--- config.mk ---
export PLATFORM = sky130hd
export DESIGN_NAME = strobed_bidir_port
export DESIGN_NICKNAME = d
export VERILOG_FILES = /design/src/rtl/sbp_pkg.sv /design/src/rtl/sbp_ctrl.sv /design/src/rtl/sbp_datapath.sv /design/src/rtl/strobed_bidir_port.sv
export SDC_FILE = /design/constraint.sdc
export NUM_CORES = 1
export LEC_CHECK = 0
export BUFFER_PORTS_ARGS = -buffer_cell sky130_fd_sc_hd__clkbuf_2
export CAP_MARGIN = 25
export CORE_MARGIN = 2
export CORE_UTILIZATION = 43
export DETAILED_ROUTE_END_ITERATION = 10
export PLACE_DENSITY = 0.76
export SLEW_MARGIN = 20
export SYNTH_ARGS = -nofsm -noshare
export SYNTH_HDL_FRONTEND = slang
export SYNTH_SLANG_ARGS = --single-unit
--- constraint.sdc ---
create_clock -name clk -period 1.7 [get_ports clk]
set_clock_uncertainty 0.2 [all_clocks]
set_input_delay 0.085 -clock clk [delete_from_list [all_inputs] [get_ports clk]]
set_output_delay 0.085 -clock clk [all_outputs]
set_load 0.01 [all_outputs]
--- src/rtl/sbp_pkg.sv ---
package sbp_pkg;
  // Strobes from control to datapath
  typedef struct packed {
    logic loadOut;   // capture processor byte
    logic loadIn;    // capture peripheral byte
    logic clearAll;  // mode change: clear latches
  } sbpStrobes_t;
endpackage

--- src/rtl/sbp_ctrl.sv ---
module sbp_ctrl
  import sbp_pkg::*;
#(
  parameter int PORTC_W   = 8,
  parameter int INTE1_BIT = 6,
  parameter int INTE2_BIT = 4,
  localparam int SEL_W    = $clog2(PORTC_W)
) (
  input  logic             clk,
  input  logic             rstN,
  input  logic             modeLoad,
  input  logic             wrEn,
  input  logic             rdEn,
  input  logic             bsrEn,
  input  logic [SEL_W-1:0] bsrSel,
  input  logic             bsrSet,
  input  logic             stbN,
  input  logic             ackN,
  output sbpStrobes_t      strobes,
  output logic             obfN,
  output logic             ibf,
  output logic             intr,
  output logic             inteOut,
  output logic             inteIn
);
  logic stbPrev, ackPrev;
  logic obfFull, obfNext;
  logic ibfQ, ibfNext;
  logic inte1Q, inte1Next, inte2Q, inte2Next;
  logic intrQ, intrNext;
  logic stbFall, ackFall;

  assign stbFall = stbPrev & ~stbN;
  assign ackFall = ackPrev & ~ackN;

  always_comb begin
    strobes.loadOut  = wrEn;
    strobes.loadIn   = stbFall;
    strobes.clearAll = modeLoad;
  end

  always_comb begin
    obfNext = obfFull;
    if (modeLoad)     obfNext = 1'b0;
    else if (wrEn)    obfNext = 1'b1;
    else if (ackFall) obfNext = 1'b0;
  end

  always_comb begin
    ibfNext = ibfQ;
    if (modeLoad)     ibfNext = 1'b0;
    else if (stbFall) ibfNext = 1'b1;
    else if (rdEn)    ibfNext = 1'b0;
  end

  always_comb begin
    inte1Next = inte1Q;
    inte2Next = inte2Q;
    if (modeLoad) begin
      inte1Next = 1'b0;
      inte2Next = 1'b0;
    end else if (bsrEn) begin
      if (bsrSel == SEL_W'(INTE1_BIT)) inte1Next = bsrSet;
      if (bsrSel == SEL_W'(INTE2_BIT)) inte2Next = bsrSet;
    end
  end

  always_comb begin
    intrNext = (ibfNext & inte2Next & stbN) | (~obfNext & inte1Next & ackN);
  end

  always_ff @(posedge clk or negedge rstN) begin
    if (!rstN) begin
      stbPrev <= 1'b1;
      ackPrev <= 1'b1;
      obfFull <= 1'b0;
      ibfQ    <= 1'b0;
      inte1Q  <= 1'b0;
      inte2Q  <= 1'b0;
      intrQ   <= 1'b0;
    end else begin
      stbPrev <= stbN;
      ackPrev <= ackN;
      obfFull <= obfNext;
      ibfQ    <= ibfNext;
      inte1Q  <= inte1Next;
      inte2Q  <= inte2Next;
      intrQ   <= intrNext;
    end
  end

  assign obfN    = ~obfFull;
  assign ibf     = ibfQ;
  assign intr    = intrQ;
  assign inteOut = inte1Q;
  assign inteIn  = inte2Q;
endmodule

--- src/rtl/sbp_datapath.sv ---
module sbp_datapath
  import sbp_pkg::*;
#(
  parameter int DATA_W = 8
) (
  input  logic              clk,
  input  logic              rstN,
  input  sbpStrobes_t       strobes,
  input  logic [DATA_W-1:0] wrData,
  input  logic [DATA_W-1:0] perDin,
  input  logic              ackN,
  output logic [DATA_W-1:0] rdData,
  output logic [DATA_W-1:0] perDout,
  output logic              perOe
);
  logic [DATA_W-1:0] outLatch, inLatch;

  always_ff @(posedge clk or negedge rstN) begin
    if (!rstN) begin
      outLatch <= '0;
      inLatch  <= '0;
    end else if (strobes.clearAll) begin
      outLatch <= '0;
      inLatch  <= '0;
    end else begin
      if (strobes.loadOut) outLatch <= wrData;
      if (strobes.loadIn)  inLatch  <= perDin;
    end
  end

  assign rdData  = inLatch;
  assign perDout = outLatch;
  assign perOe   = ~ackN;
endmodule

--- src/rtl/strobed_bidir_port.sv ---
module strobed_bidir_port
  import sbp_pkg::*;
#(
  parameter int DATA_W    = 8,
  parameter int PORTC_W   = 8,
  parameter int INTE1_BIT = 6,
  parameter int INTE2_BIT = 4,
  localparam int SEL_W    = $clog2(PORTC_W)
) (
  input  logic              clk,
  input  logic              rstN,
  input  logic              modeLoad,
  input  logic              wrEn,
  input  logic [DATA_W-1:0] wrData,
  input  logic              rdEn,
  output logic [DATA_W-1:0] rdData,
  input  logic              bsrEn,
  input  logic [SEL_W-1:0]  bsrSel,
  input  logic              bsrSet,
  input  logic [DATA_W-1:0] perDin,
  output logic [DATA_W-1:0] perDout,
  output logic              perOe,
  input  logic              stbN,
  input  logic              ackN,
  output logic              obfN,
  output logic              ibf,
  output logic              intr
);
  sbpStrobes_t strobes;
  logic inteOut, inteIn;

  sbp_ctrl #(
    .PORTC_W(PORTC_W), .INTE1_BIT(INTE1_BIT), .INTE2_BIT(INTE2_BIT)
  ) u_ctrl (
    .clk(clk), .rstN(rstN), .modeLoad(modeLoad), .wrEn(wrEn), .rdEn(rdEn),
    .bsrEn(bsrEn), .bsrSel(bsrSel), .bsrSet(bsrSet), .stbN(stbN), .ackN(ackN),
    .strobes(strobes), .obfN(obfN), .ibf(ibf), .intr(intr),
    .inteOut(inteOut), .inteIn(inteIn)
  );

  sbp_datapath #(.DATA_W(DATA_W)) u_dp (
    .clk(clk), .rstN(rstN), .strobes(strobes), .wrData(wrData), .perDin(perDin),
    .ackN(ackN), .rdData(rdData), .perDout(perDout), .perOe(perOe)
  );
endmodule

# [Yosys cells after proc, flatten, opt, wreduce, memory -nomap -nowiden]
# Index checks and enable logic that the tools add are counted.
[totals] regBits=23 latchBits=0 ram_bits=0 romBits=0 in_bits=28 output_inout_bits=20 elab_cells=40 n_memories=0
[classes] n_addsub=0 multipliers=0 div=0 order_cmp=0 eq_ne=2 n_shift=0 mux=16 n_bitwise=11 reduce_logical=2
[op_table] cell="8-bit 2-to-1 mux" n=4
[op_table] cell="1-bit 2-to-1 mux" n=12
[op_table] cell="1-bit bitwise AND" n=6
[op_table] cell="3-bit equality test, second input constant" n=2
[op_table] cell="1-bit inverter" n=4
[op_table] cell="2-bit nonzero test" n=2
[op_table] cell="1-bit bitwise OR" n=1

# [Logic depth before layout (Yosys ltp)]
# Gate-level depths: netlist (run 1).
[logic_depth] word_depth=9 ltp_mapped=4 mapped_depth_nobuf=3

# [Hierarchy]
# A second synthesis (run 1) with hierarchy kept.
[unflattened] cells_unflattened=80 hier_area_um2=977.2
[by_module_without_submodules] mod="sbp_datapath" n_inst=1 cells_per_inst=53 area_each_um2=663.1 seq_area_each_um2=400.4
[by_module_without_submodules] mod="sbp_ctrl" n_inst=1 cells_per_inst=27 area_each_um2=314.1 seq_area_each_um2=177.7

# [Worst setup path before layout (run 1)]
# No wires, ideal clock.
[synth_path] kind="register -> register" start="register u_ctrl.stbPrev" end="register u_dp.inLatch[0], in the netlist u_dp.rdData[0]" setup_time_ns=0.078 arrival_ns=1.014 t_required_ns=1.422 setup_slack_ns=0.408 stages_incl_launch_ff=5 n_path_buf=1 period_less_slack_ns=1.292 path_cell_list="dfstp_2 -> nor2b_1 -> buf_1 -> nand2_1 -> a21oi_1"
[synth_via] elab_chain_len=2
[synth_lines] item="start: declaration" line="sbp_ctrl.sv:26" rtl="logic stbPrev, ackPrev;"
[synth_lines] item="start signal: assignment" line="sbp_ctrl.sv:82" rtl="stbPrev <= stbN;"
[synth_lines] item="1-bit bitwise AND" line="sbp_ctrl.sv:33" rtl="assign stbFall = stbPrev & ~stbN;"
[synth_lines] item="2-bit nonzero test (no source line)"
[synth_lines] item="end signal: assignment" line="sbp_datapath.sv:27" rtl="if (strobes.loadIn) inLatch <= perDin;"
[synth_lines] item="end: declaration" line="sbp_datapath.sv:16" rtl="logic [DATA_W-1:0] outLatch, inLatch;"
# No other way between the ends.
# A chain may end at the register's enable or synchronous reset.

# [Worst setup path in the final report (run 1)]
[layout_path] start="input port modeLoad" end="register u_dp.outLatch[0], in the netlist u_dp.perDout[0]"
[layout_via] elab_chain_len=1 word_cells_on_any_way=2 classes_between="1 x mux; 1 x reduce/logical"
[layout_lines] item="start: declaration" line="strobed_bidir_port.sv:12" rtl="input logic modeLoad,"
[layout_lines] item="8-bit 2-to-1 mux / 2-bit nonzero test (equally long branches)"
[layout_lines] item="end signal: assignment" line="sbp_datapath.sv:26" rtl="if (strobes.loadOut) outLatch <= wrData;"
[layout_lines] item="end: declaration" line="sbp_datapath.sv:16"
# Parallel ways exist; a longest one is shown, timed or not.

==> results of run 1 <==
==> cells by family (layout without fill, tap and decap cells) <==
kind of cell / Yosys count / in the layout / synth area share (%)
and+or+nand+nor: 35 / 35 / 17.3
DFF: 23 / 23 / 62.0
AOI/OAI and AO/OA: 11 / 11 / 6.31
muxes: 10 / 10 / 10.7
buffers and inverters: 7 / 85 / 3.62
==> power groups by stage <==
stage                     registers [mW]  clock network (mW)  logic (mW)
after global routing               0.591               0.284       0.219
after detailed placement           0.597                   0       0.144
after floorplan                    0.606                   0      0.0560
after global placement             0.596                   0       0.140
final                              0.588               0.247       0.200
after CTS                          0.587               0.257       0.197
==> path summary, 6_finish.rpt <==
kind	from	to	slack [ps]
setup / recovery	modeLoad	u_dp.perDout[0]	70
hold / removal	bsrSel[2]	u_ctrl.inteOut	20
setup reg to reg	u_dp.perDout[0]	u_dp.perDout[0]	180
hold reg to reg	u_dp.rdData[2]	u_dp.rdData[2]	340
max in group asynchronous	rstN	u_ctrl.ackPrev	850
min in group asynchronous	rstN	u_dp.rdData[6]	80
==> worst max-delay path, stage by stage <==
cell and delay, ps:
dlygate4sd3_1 550, clkbuf_2 110, buf_4 240, nor2_1 80, dlygate4sd3_1 560
==> through the flow <==
| stage | std cells | hold WS [ps] |
|---|---|---|
| global placement | 158 | -109 |
| global route | 191 | 22.4 |
| CTS | 191 | 4.95 |
| finish | 191 | 20.5 |
| floorplan | 86 | -411 |
| detailed placement | 158 | -99.1 |
==> repair_timing <==
item / in CTS / in global routing
endpoints found under the hold margin: 46 / 0
hold buffers: 29 / 0
gates resized for setup: 0 / 0
setup buffers: 0 / 0
==> per-layer routing <==
layer  vias up  wire (um)  track usage (%)
li1        441          -                -
met2        22       1400             40.4
met5         -          0                0
met4         0         56             11.3
met3         4         74             2.68
met1       435       1000             25.8
==> cells in the final DEF (no fill, tap or decap), types with 2 or more instances in the layout <==
cell type and instances:
nand2b_1 4, buf_4 3, inv_1 2, dfrtp_1 21, nor2_1 11, mux2i_1 10
a21oi_1 10, nand2_1 16, dlygate4sd3_1 29, dfstp_2 2, clkbuf_4 3, clkbuf_2 47
==> area by class of cell <==
cell class / instances / area, sq um / share of cell area [%]
inverter: 2 / 7.51 / 0.495
clock buffer: 3 / 22.5 / 1.49
timing repair buffer: 79 / 548 / 36.2
multi-input combinational: 56 / 320 / 21.1
sequential: 23 / 578 / 38.2
tap: 27 / 33.8 / 2.23
clock inverter: 1 / 5.00 / 0.330
==> sequential cells by signal, indices dropped and copies added (netlist names) <==
name / flops
u_dp.perDout: 8
u_dp.rdData: 8
u_ctrl.ackPrev: 1
u_ctrl.ibf: 1
u_ctrl.inteIn: 1
u_ctrl.inteOut: 1
u_ctrl.intr: 1
u_ctrl.obfFull: 1
u_ctrl.stbPrev: 1
==> impl_results.md, run 1 <==
- Largest net degree at the start of global routing: 24
- Worst setup EP type: flip-flop
- Flops & latches, synth: 23
- Share of total power in combinational logic: 19.3%
- Total number of vias: between 900 and 1000
- TNS Setup: 0 ps
- Synth top cells by count: dfrtp_1 (21), nand2_1 (16), nor2_1 (11), a21oi_1 (10), mux2i_1 (10)
- Final core utilization: 75.7%
- Synth area leaders: dfrtp_1 (56%), mux2i_1 (11%), nand2_1 (6.4%), dfstp_2 (5.6%), a21oi_1 (5.4%)
- Most frequent cell after synthesis: dfrtp_1
- Width of the chip: just over 50 um
- Layout cells sized above 1: a little over a third
- Syn avg cell area: approximately 11 sq um
- Synth top area share: 56.4%
- Filler cells: around 150
- Main flop type after synthesis: dfrtp_1
- P per Cell Area: 683 nW/um^2
- Initial DRT Pass Iterations: 4
- CTS buffer count: 3
- Fin. Hold Viols: 0
- Grt total ovfl: 0
- Vias in the first global route: between 900 and 1000
- Synth Warn #: 0
- RSZ-0062 raised after global routing: false
- Antenna diodes: 0
- CTS clock-pin slew for the worst setup and hold paths: around 120 ps
- Critical path launch point type: primary input
- Post-synth EDFFs: 0
- H-tree level count: 1
- WL final: around 2500 um
- Asr flop ratio synth: between 90% and 100%
- Max-Cap Viols: 0
- Tightest Pin Transition: between 500 and 600 ps
- Count of final max-slew check failures: 0
- Core Rows: 16
- Clk pwr share: a little under a quarter
- Max VDD drop: about 460 uV
- Final Cycle Share: 95.7%
- GPL Wtd Cong: approximately 0.73
- Tmin final: approximately 1600 ps
- Fmax: around 600 MHz
- Worst Setup Path Type: primary input to flip-flop
- Critical Path AT: 1630 ps
- Die height: between 50 and 60 um
- Pre-CTS WS: about 430 ps
- Root Driver: clkbuf_4
- Vias per cell: approximately 4.7
- Clock Latency Late Sink: 300 ps
- Initial core utilization: between 40 and 50%
- Power Total: approximately 1.0 mW
- Fraction of the yosys area taken by sequential cells: 62.0%
- Mapped Area: about 930 sq um
- Post-DP HPWL: approximately 1500 um
- Worst reg-to-reg path cell count: 3
- Area delta synth->final: 62.5%
- IO buf count: 47
- Dpl cell area: about 1200 sq um
- Die area: roughly 2600 sq um
- Share of power burned in registers: 56.8%
- Worst slew margin: a little under two thirds
- Initial DRC count: 2
- CTS Buffer Depth: 2
- PnR worst setup slack: 72.8 ps
- CTS tree: done
- Largest fanout on the critical path: 21
- Routed Antenna Nets: 0
- First-pass GRT wire length: 4220 um
- Post-route DRC: 0
- Top Ports: between 40 and 50
- Area of the core: around 2000 sq um
- Initial antenna violation count: 0
- Net switching fraction of the power: 25.4%
- Worst Hold Depth: 4
- Net Switching: 0.263 mW
- Worst Hold Class: primary input to flip-flop
- Status: completed
- Int Pwr: 0.771 mW
- Synth unique cells: 16
- Final nets: 193
- Total track usage: approximately 22%
- Synth area leader: dfrtp_1
- Final setup fails: 0
- Leak: approximately 0.80 nW
- Cells after Synth: between 80 and 90
- Clock Sinks: 23
- Syn nets: 114
- Fin area: between 1500 and 2000 sq um
- WL per Instance: roughly 13 um
- Worst EP required: approximately 1700 ps
(Power assumes the default switching activity.)
==> inputs of run 2 (changes only) <==
CORE_UTILIZATION = 47   (was 43)
PLACE_DENSITY = 0.83   (was 0.76)
SKIP_LAST_GASP = 1   (was not set)
clock period = 1.95 ns   (was 1.7 ns; I/O delays follow)
==> impl_results.md, run 2 (synthesized netlist as in run 1, its figures left out) <==
- Final nets: 184 (-4.7%)
- IO buf count: 47 (unchanged)
- Worst Hold Class: primary input to flip-flop
- Leak: 0.751 nW (-6.6%)
- Routed Antenna Nets: 0 (unchanged)
- Area delta synth->final: 53.3%
- Worst Path Buf+Inv: 0 (-4)
- CTS buffer count: 3 (unchanged)
- Worst Hold Depth: 4 (unchanged)
- CTS tree: done
- Area of the core: 1920 sq um (-4.0%)
- RSZ-0062 raised after global routing: false
- Post-CTS Setup Bufs: 0 (unchanged)
- Total track usage: 23.1% (+0.78 points)
- WL per Instance: 14.0 um (+5.4%)
- Die height: 48.5 um (-4.0%)
- First-pass GRT wire length: 4070 um (-3.4%)
- Total number of vias: 921 (+2.1%)
- WL final: 2540 um (+0.47%)
- Register-to-register setup slack: 300 ps (+120 ps)
- Crit path largest cell delay: 550 ps (about the same)
- Top Ports: 48 (unchanged)
- Vias per cell: 5.06 (+7.2%)
- Worst Setup Path Type: flip-flop to flip-flop
- Critical path launch point type: flip-flop
- Worst reg-to-reg path cell count: 3 (unchanged)
- Initial DRT Pass Iterations: 4 (unchanged)
- Clock Sinks: 23 (unchanged)
- Layout cells sized above 1: 34.8% (+0.083 points)
- Post-DP HPWL: 1480 um (-2.7%)
- Critical Path, Cell by Cell: nor2b_1 > nand2_1 > a21oi_1
- Tightest Pin Transition: 577 ps (+32.6 ps)
- RR Endpoint: u_dp.rdData[3]
- HP Start: bsrSel[2]
- Count of final max-slew check failures: 0 (unchanged)
- Largest fanout on the critical path: 8 (-62%)
- Fin. Hold Viols: 0 (unchanged)
- CTS Buffer Depth: 2 (unchanged)
- Max-Cap Viols: 0 (unchanged)
- Critical Path AT: 1680 ps (+50 ps)
- Hold EP: u_ctrl.inteOut
- Post-route DRC: 0 (unchanged)
- TNS Setup: 0 ps (unchanged)
- Core Rows: 16 (unchanged)
- Antenna diodes: 0 (unchanged)
- Clock Latency Late Sink: 300 ps (about the same)
- Dpl cells: 156 (-1.3%)
- Most common cell after layout, fill and taps aside: clkbuf_2
- Final Cycle Share: between 80% and 90%
- GPL Wtd Cong: 0.808 (+10%)
- Width of the chip: 48.5 um (-4.0%)
- Fin area: 1430 sq um (-5.7%)
- Reg-to-Reg Start: u_ctrl.stbPrev
- Vias in the first global route: 929 (-0.64%)
- H-tree level count: 1 (unchanged)
- Initial DRC count: 20 (+18)
- Fmax: slightly above 600 MHz
- P per Cell Area: 620 nW/um^2 (-9.2%)
- Commonest cells after routing, fill and taps aside: clkbuf_2 (47), dlygate4sd3_1 (22), dfrtp_1 (21)
- Root Driver: clkbuf_4
- Tmin final: between 1500 and 2000 ps
- Max VDD drop: 749 uV (+63%)
- Worst setup EP type: flip-flop
- Final setup fails: 0 (unchanged)
- CTS clock-pin slew for the worst setup and hold paths: 120 ps (about the same)
- Worst slew margin: 61.4% (-2.3 points)
- Slowest-stage cell, CP: dfstp_2
- Post-Layout Cell Count: 182 (-4.7%)
- Die area: 2360 sq um (-7.8%)
- Initial antenna violation count: 0 (unchanged)
- Dpl cell area: 1180 sq um (-1.3%)
- Grt total ovfl: 0 (unchanged)
- Post-CTS sizing: 0 (unchanged)
- Initial core utilization: 48.5% (+1.9 points)
- Status: completed
- CP Depth: 3 (-2)
- Worst EP required: 1980 ps (+280 ps)
- Crit path max-delay family: simple AND/OR/NAND/NOR gates
- Largest net degree at the start of global routing: 24 (unchanged)
-- run 2: layout make-up --
| class | instances | area, sq um |
|---|---|---|
| Sequential cell | 23 | 578 |
| Fill cell | 129 | 493 |
| Timing Repair Buffer | 70 | 463 |
| Multi-Input combinational cell | 56 | 320 |
| Tap cell | 27 | 33.8 |
| Clock buffer | 4 | 26.3 |
| Inverter | 2 | 7.51 |
-- run 2: power by group --
part           total, mW  switching, mW  leakage, nW  internal [mW]
clock network      0.212          0.132       0.0150         0.0796
logic              0.161         0.0783        0.433         0.0832
registers          0.513         0.0127        0.304          0.500
-- run 2: worst max path at each step --
stage	start	to	slack, ps
finish	u_ctrl.stbPrev	u_dp.rdData[3]	300
global route	u_ctrl.stbPrev	u_dp.rdData[3]	240
CTS	modeLoad	u_ctrl.intr	40
detailed placement	u_ctrl.stbPrev	u_dp.rdData[2]	470
global placement	u_ctrl.stbPrev	u_dp.rdData[2]	530
floorplan	u_ctrl.stbPrev	u_dp.rdData[0]	660
-- run 2: per-layer routing --
layer  GRT usage (%)  vias up  part of all wire (%)
met5               0        -                     0
met4            11.4        0                   3.9
met3            4.32       12                   3.7
met2            43.1       35                    54
met1            25.0      453                    38
li1                -      421                     -
-- run 2: tightest hold or removal path: cells and delay by family --
family | cells | cell delay (ps)
buffers and inverters | 1 | 90
muxes | 1 | 90
and+or+nand+nor | 2 | 200
-- run 2: repair_timing --
| item | CTS | global route |
|---|---|---|
| endpoints found under the setup margin | 0 | 1 |
| hold buffers | 23 | 0 |
| hold endpoints to repair | 46 | 0 |
-- run 2: through the flow --
step                      total power [mW]  utilization (%)  setup slack, ps  hold WS, ps
final                                0.886             74.3              296         3.44
after global routing                 0.926             74.3              237         41.9
after CTS                            0.878             74.9             40.9         11.2
after detailed placement             0.643             61.5              468        -96.3
after global placement               0.637             61.5              525         -103
after floorplan                      0.577                -              658         -398
==> inputs of run 3 (changes only) <==
CORE_UTILIZATION = 43   (was 47)
PLACE_DENSITY = 0.76   (was 0.83)
clock period = 1.6 ns   (was 1.95 ns; I/O delays follow)
==> impl_results.md, run 3 (synthesized netlist as in run 1, its figures left out) <==
- Fin. Hold Viols: 0 (unchanged)
- Worst setup EP type: flip-flop
- Clock Sinks: 23 (unchanged)
- Vias per cell: 4.58 (-9.4%)
- Die height: 50.6 um (+4.2%)
- Tightest Pin Transition: 538 ps (-39.1 ps)
- Commonest cells after routing, fill and taps aside: clkbuf_2 (47), dlygate4sd3_1 (35), dfrtp_1 (21)
- Count of final max-slew check failures: 0 (unchanged)
- Area delta synth->final: 69.4%
- WL final: 2410 um (-5.3%)
- RSZ-0062 raised after global routing: false
- Max VDD drop: 457 uV (-39%)
- Core Rows: 16 (unchanged)
- Filler cells: 130 (+0.78%)
- Fmax: 639 MHz
- Most common cell after layout, fill and taps aside: clkbuf_2
- Total track usage: 20.8% (-2.3 points)
- IO buf count: 47 (unchanged)
- Post-CTS Setup Bufs: 0 (unchanged)
- Grt total ovfl: 0 (unchanged)
- Die area: 2560 sq um (+8.5%)
- Antenna diodes: 0 (unchanged)
- Vias in the first global route: 910 (-2.0%)
- Largest fanout on the critical path: 21 (+13)
- Root Driver: clkbuf_4
- CTS clock-pin slew for the worst setup and hold paths: 120 ps (about the same)
- Post-DP HPWL: 1430 um (-3.1%)
- TNS Setup: 0 ps (unchanged)
- Worst Path Buf+Inv: 4 (+4)
- Worst path most repeated cell: dlygate4sd3_1
- Worst EP required: 1600 ps (-380 ps)
- Critical path launch point type: primary input
- Status: completed
- Top Ports: 48 (unchanged)
- GPL Wtd Cong: 0.732 (-9.4%)
- Final Cycle Share: 97.8%
- Max-Cap Viols: 0 (unchanged)
- Final nets: 199 (+8.2%)
- Worst slew margin: 64.1% (+2.7 points)
- WL per Instance: 12.2 um (-13%)
- CTS Buffer Depth: 2 (unchanged)
- Routed Antenna Nets: 0 (unchanged)
- Critical Path AT: 1570 ps (-110 ps)
- Worst Hold Class: primary input to flip-flop
- P per Cell Area: 705 nW/um^2 (+14%)
- Total number of vias: 903 (-2.0%)
- CTS buffer count: 3 (unchanged)
- Leak: 0.834 nW (+11%)
- Layout cells sized above 1: 33.5% (-1.3 points)
- Final setup fails: 0 (unchanged)
- Initial DRC count: 10 (-50%)
- First-pass GRT wire length: 3900 um (-4.2%)
- Critical Path, Cell by Cell: dlygate4sd3_1 > clkbuf_2 > buf_6 > nor2_1 > dlygate4sd3_1
- Crit path max-delay family: buffers and inverters
- Register-to-register setup slack: 150 ps (-150 ps)
- Width of the chip: 50.6 um (+4.2%)
- Clock Latency Late Sink: 310 ps (about the same)
- Initial DRT Pass Iterations: 4 (unchanged)
- Worst Setup Path Type: primary input to flip-flop
- Largest net degree at the start of global routing: 24 (unchanged)
- H-tree level count: 1 (unchanged)
- CTS tree: done
- Slowest-stage cell, CP: dlygate4sd3_1
- Crit path largest cell delay: 560 ps (about the same)
- Initial core utilization: 46.6% (-1.9 points)
- Final core utilization: 78.9% (+4.5 points)
- Tmin final: around 1600 ps
- Initial antenna violation count: 0 (unchanged)
- Area of the core: 2000 sq um (+4.2%)
- Post-route DRC: 0 (unchanged)
-- run 3: cell count changes in the layout (fill, tap and decap cells not counted) --
cell and change:
clkinv_2 +1, buf_6 +1, clkbuf_1 -1, dlygate4sd3_1 +13, buf_4 +1
-- run 3: repair_timing --
item                                   in CTS  in global routing
setup endpoints to repair                   0                  7
endpoints found under the hold margin      46                  0
gates resized for setup                     0                  1
hold buffers                               35                  0
-- run 3: where the power goes --
| group | switching (mW) | internal (mW) | leakage [nW] |
|---|---|---|---|
| Clock | 0.174 | 0.0933 | 0.0177 |
| Combinational | 0.0947 | 0.127 | 0.513 |
| Sequential | 0.0139 | 0.610 | 0.304 |
| Total | 0.283 | 0.830 | 0.834 |
-- run 3: cell type report --
class | instances | area, sq um | area share (%)
clock buffers | 3 | 22.5 | 1.43
clock inverters | 1 | 5.00 | 0.317
inverters | 2 | 7.51 | 0.475
multi-input cells | 56 | 320 | 20.3
flip-flops and latches | 23 | 578 | 36.6
well taps | 27 | 33.8 | 2.14
repair buffers | 85 | 612 | 38.7
-- run 3: worst paths after layout --
kind / from / end / cells after the start
min in group asynchronous: rstN / u_dp.perDout[7] / 2
setup / recovery: modeLoad / u_dp.perDout[1] / 5
hold reg to reg: u_dp.rdData[2] / u_dp.rdData[2] / 2
hold / removal: wrEn / u_ctrl.obfFull / 4
max in group asynchronous: rstN / u_ctrl.ackPrev / 2
setup reg to reg: u_dp.perDout[1] / u_dp.perDout[1] / 3
-- run 3: routing by layer --
layer  track usage, %  wire length (um)  vias to the layer above
met1             23.1               952                      423
met2             38.8              1340                       26
met4             10.8                29                        0
li1                 -                 -                      452
met5                0                 0                        -
met3             2.08                79                        2
-- run 3: worst min-delay path: cells and delay by family --
kind                   cells  cell delay [ps]
AOI/OAI and AO/OA          1               60
buffers and inverters      2              280
and+or+nand+nor            1               80
-- run 3: per-stage QoR --
stage	instances	hold WS [ps]	cell area (sq um)	setup slack, ps	total power, mW
final	197	26.8	1580	35.5	1.11
after global routing	197	31.2	1580	16.8	1.19
after CTS	197	0.0620	1580	26.9	1.12
after detailed placement	158	-108	1200	323	0.786
after global placement	158	-114	1200	359	0.781
after floorplan	86	-416	932	308	0.704
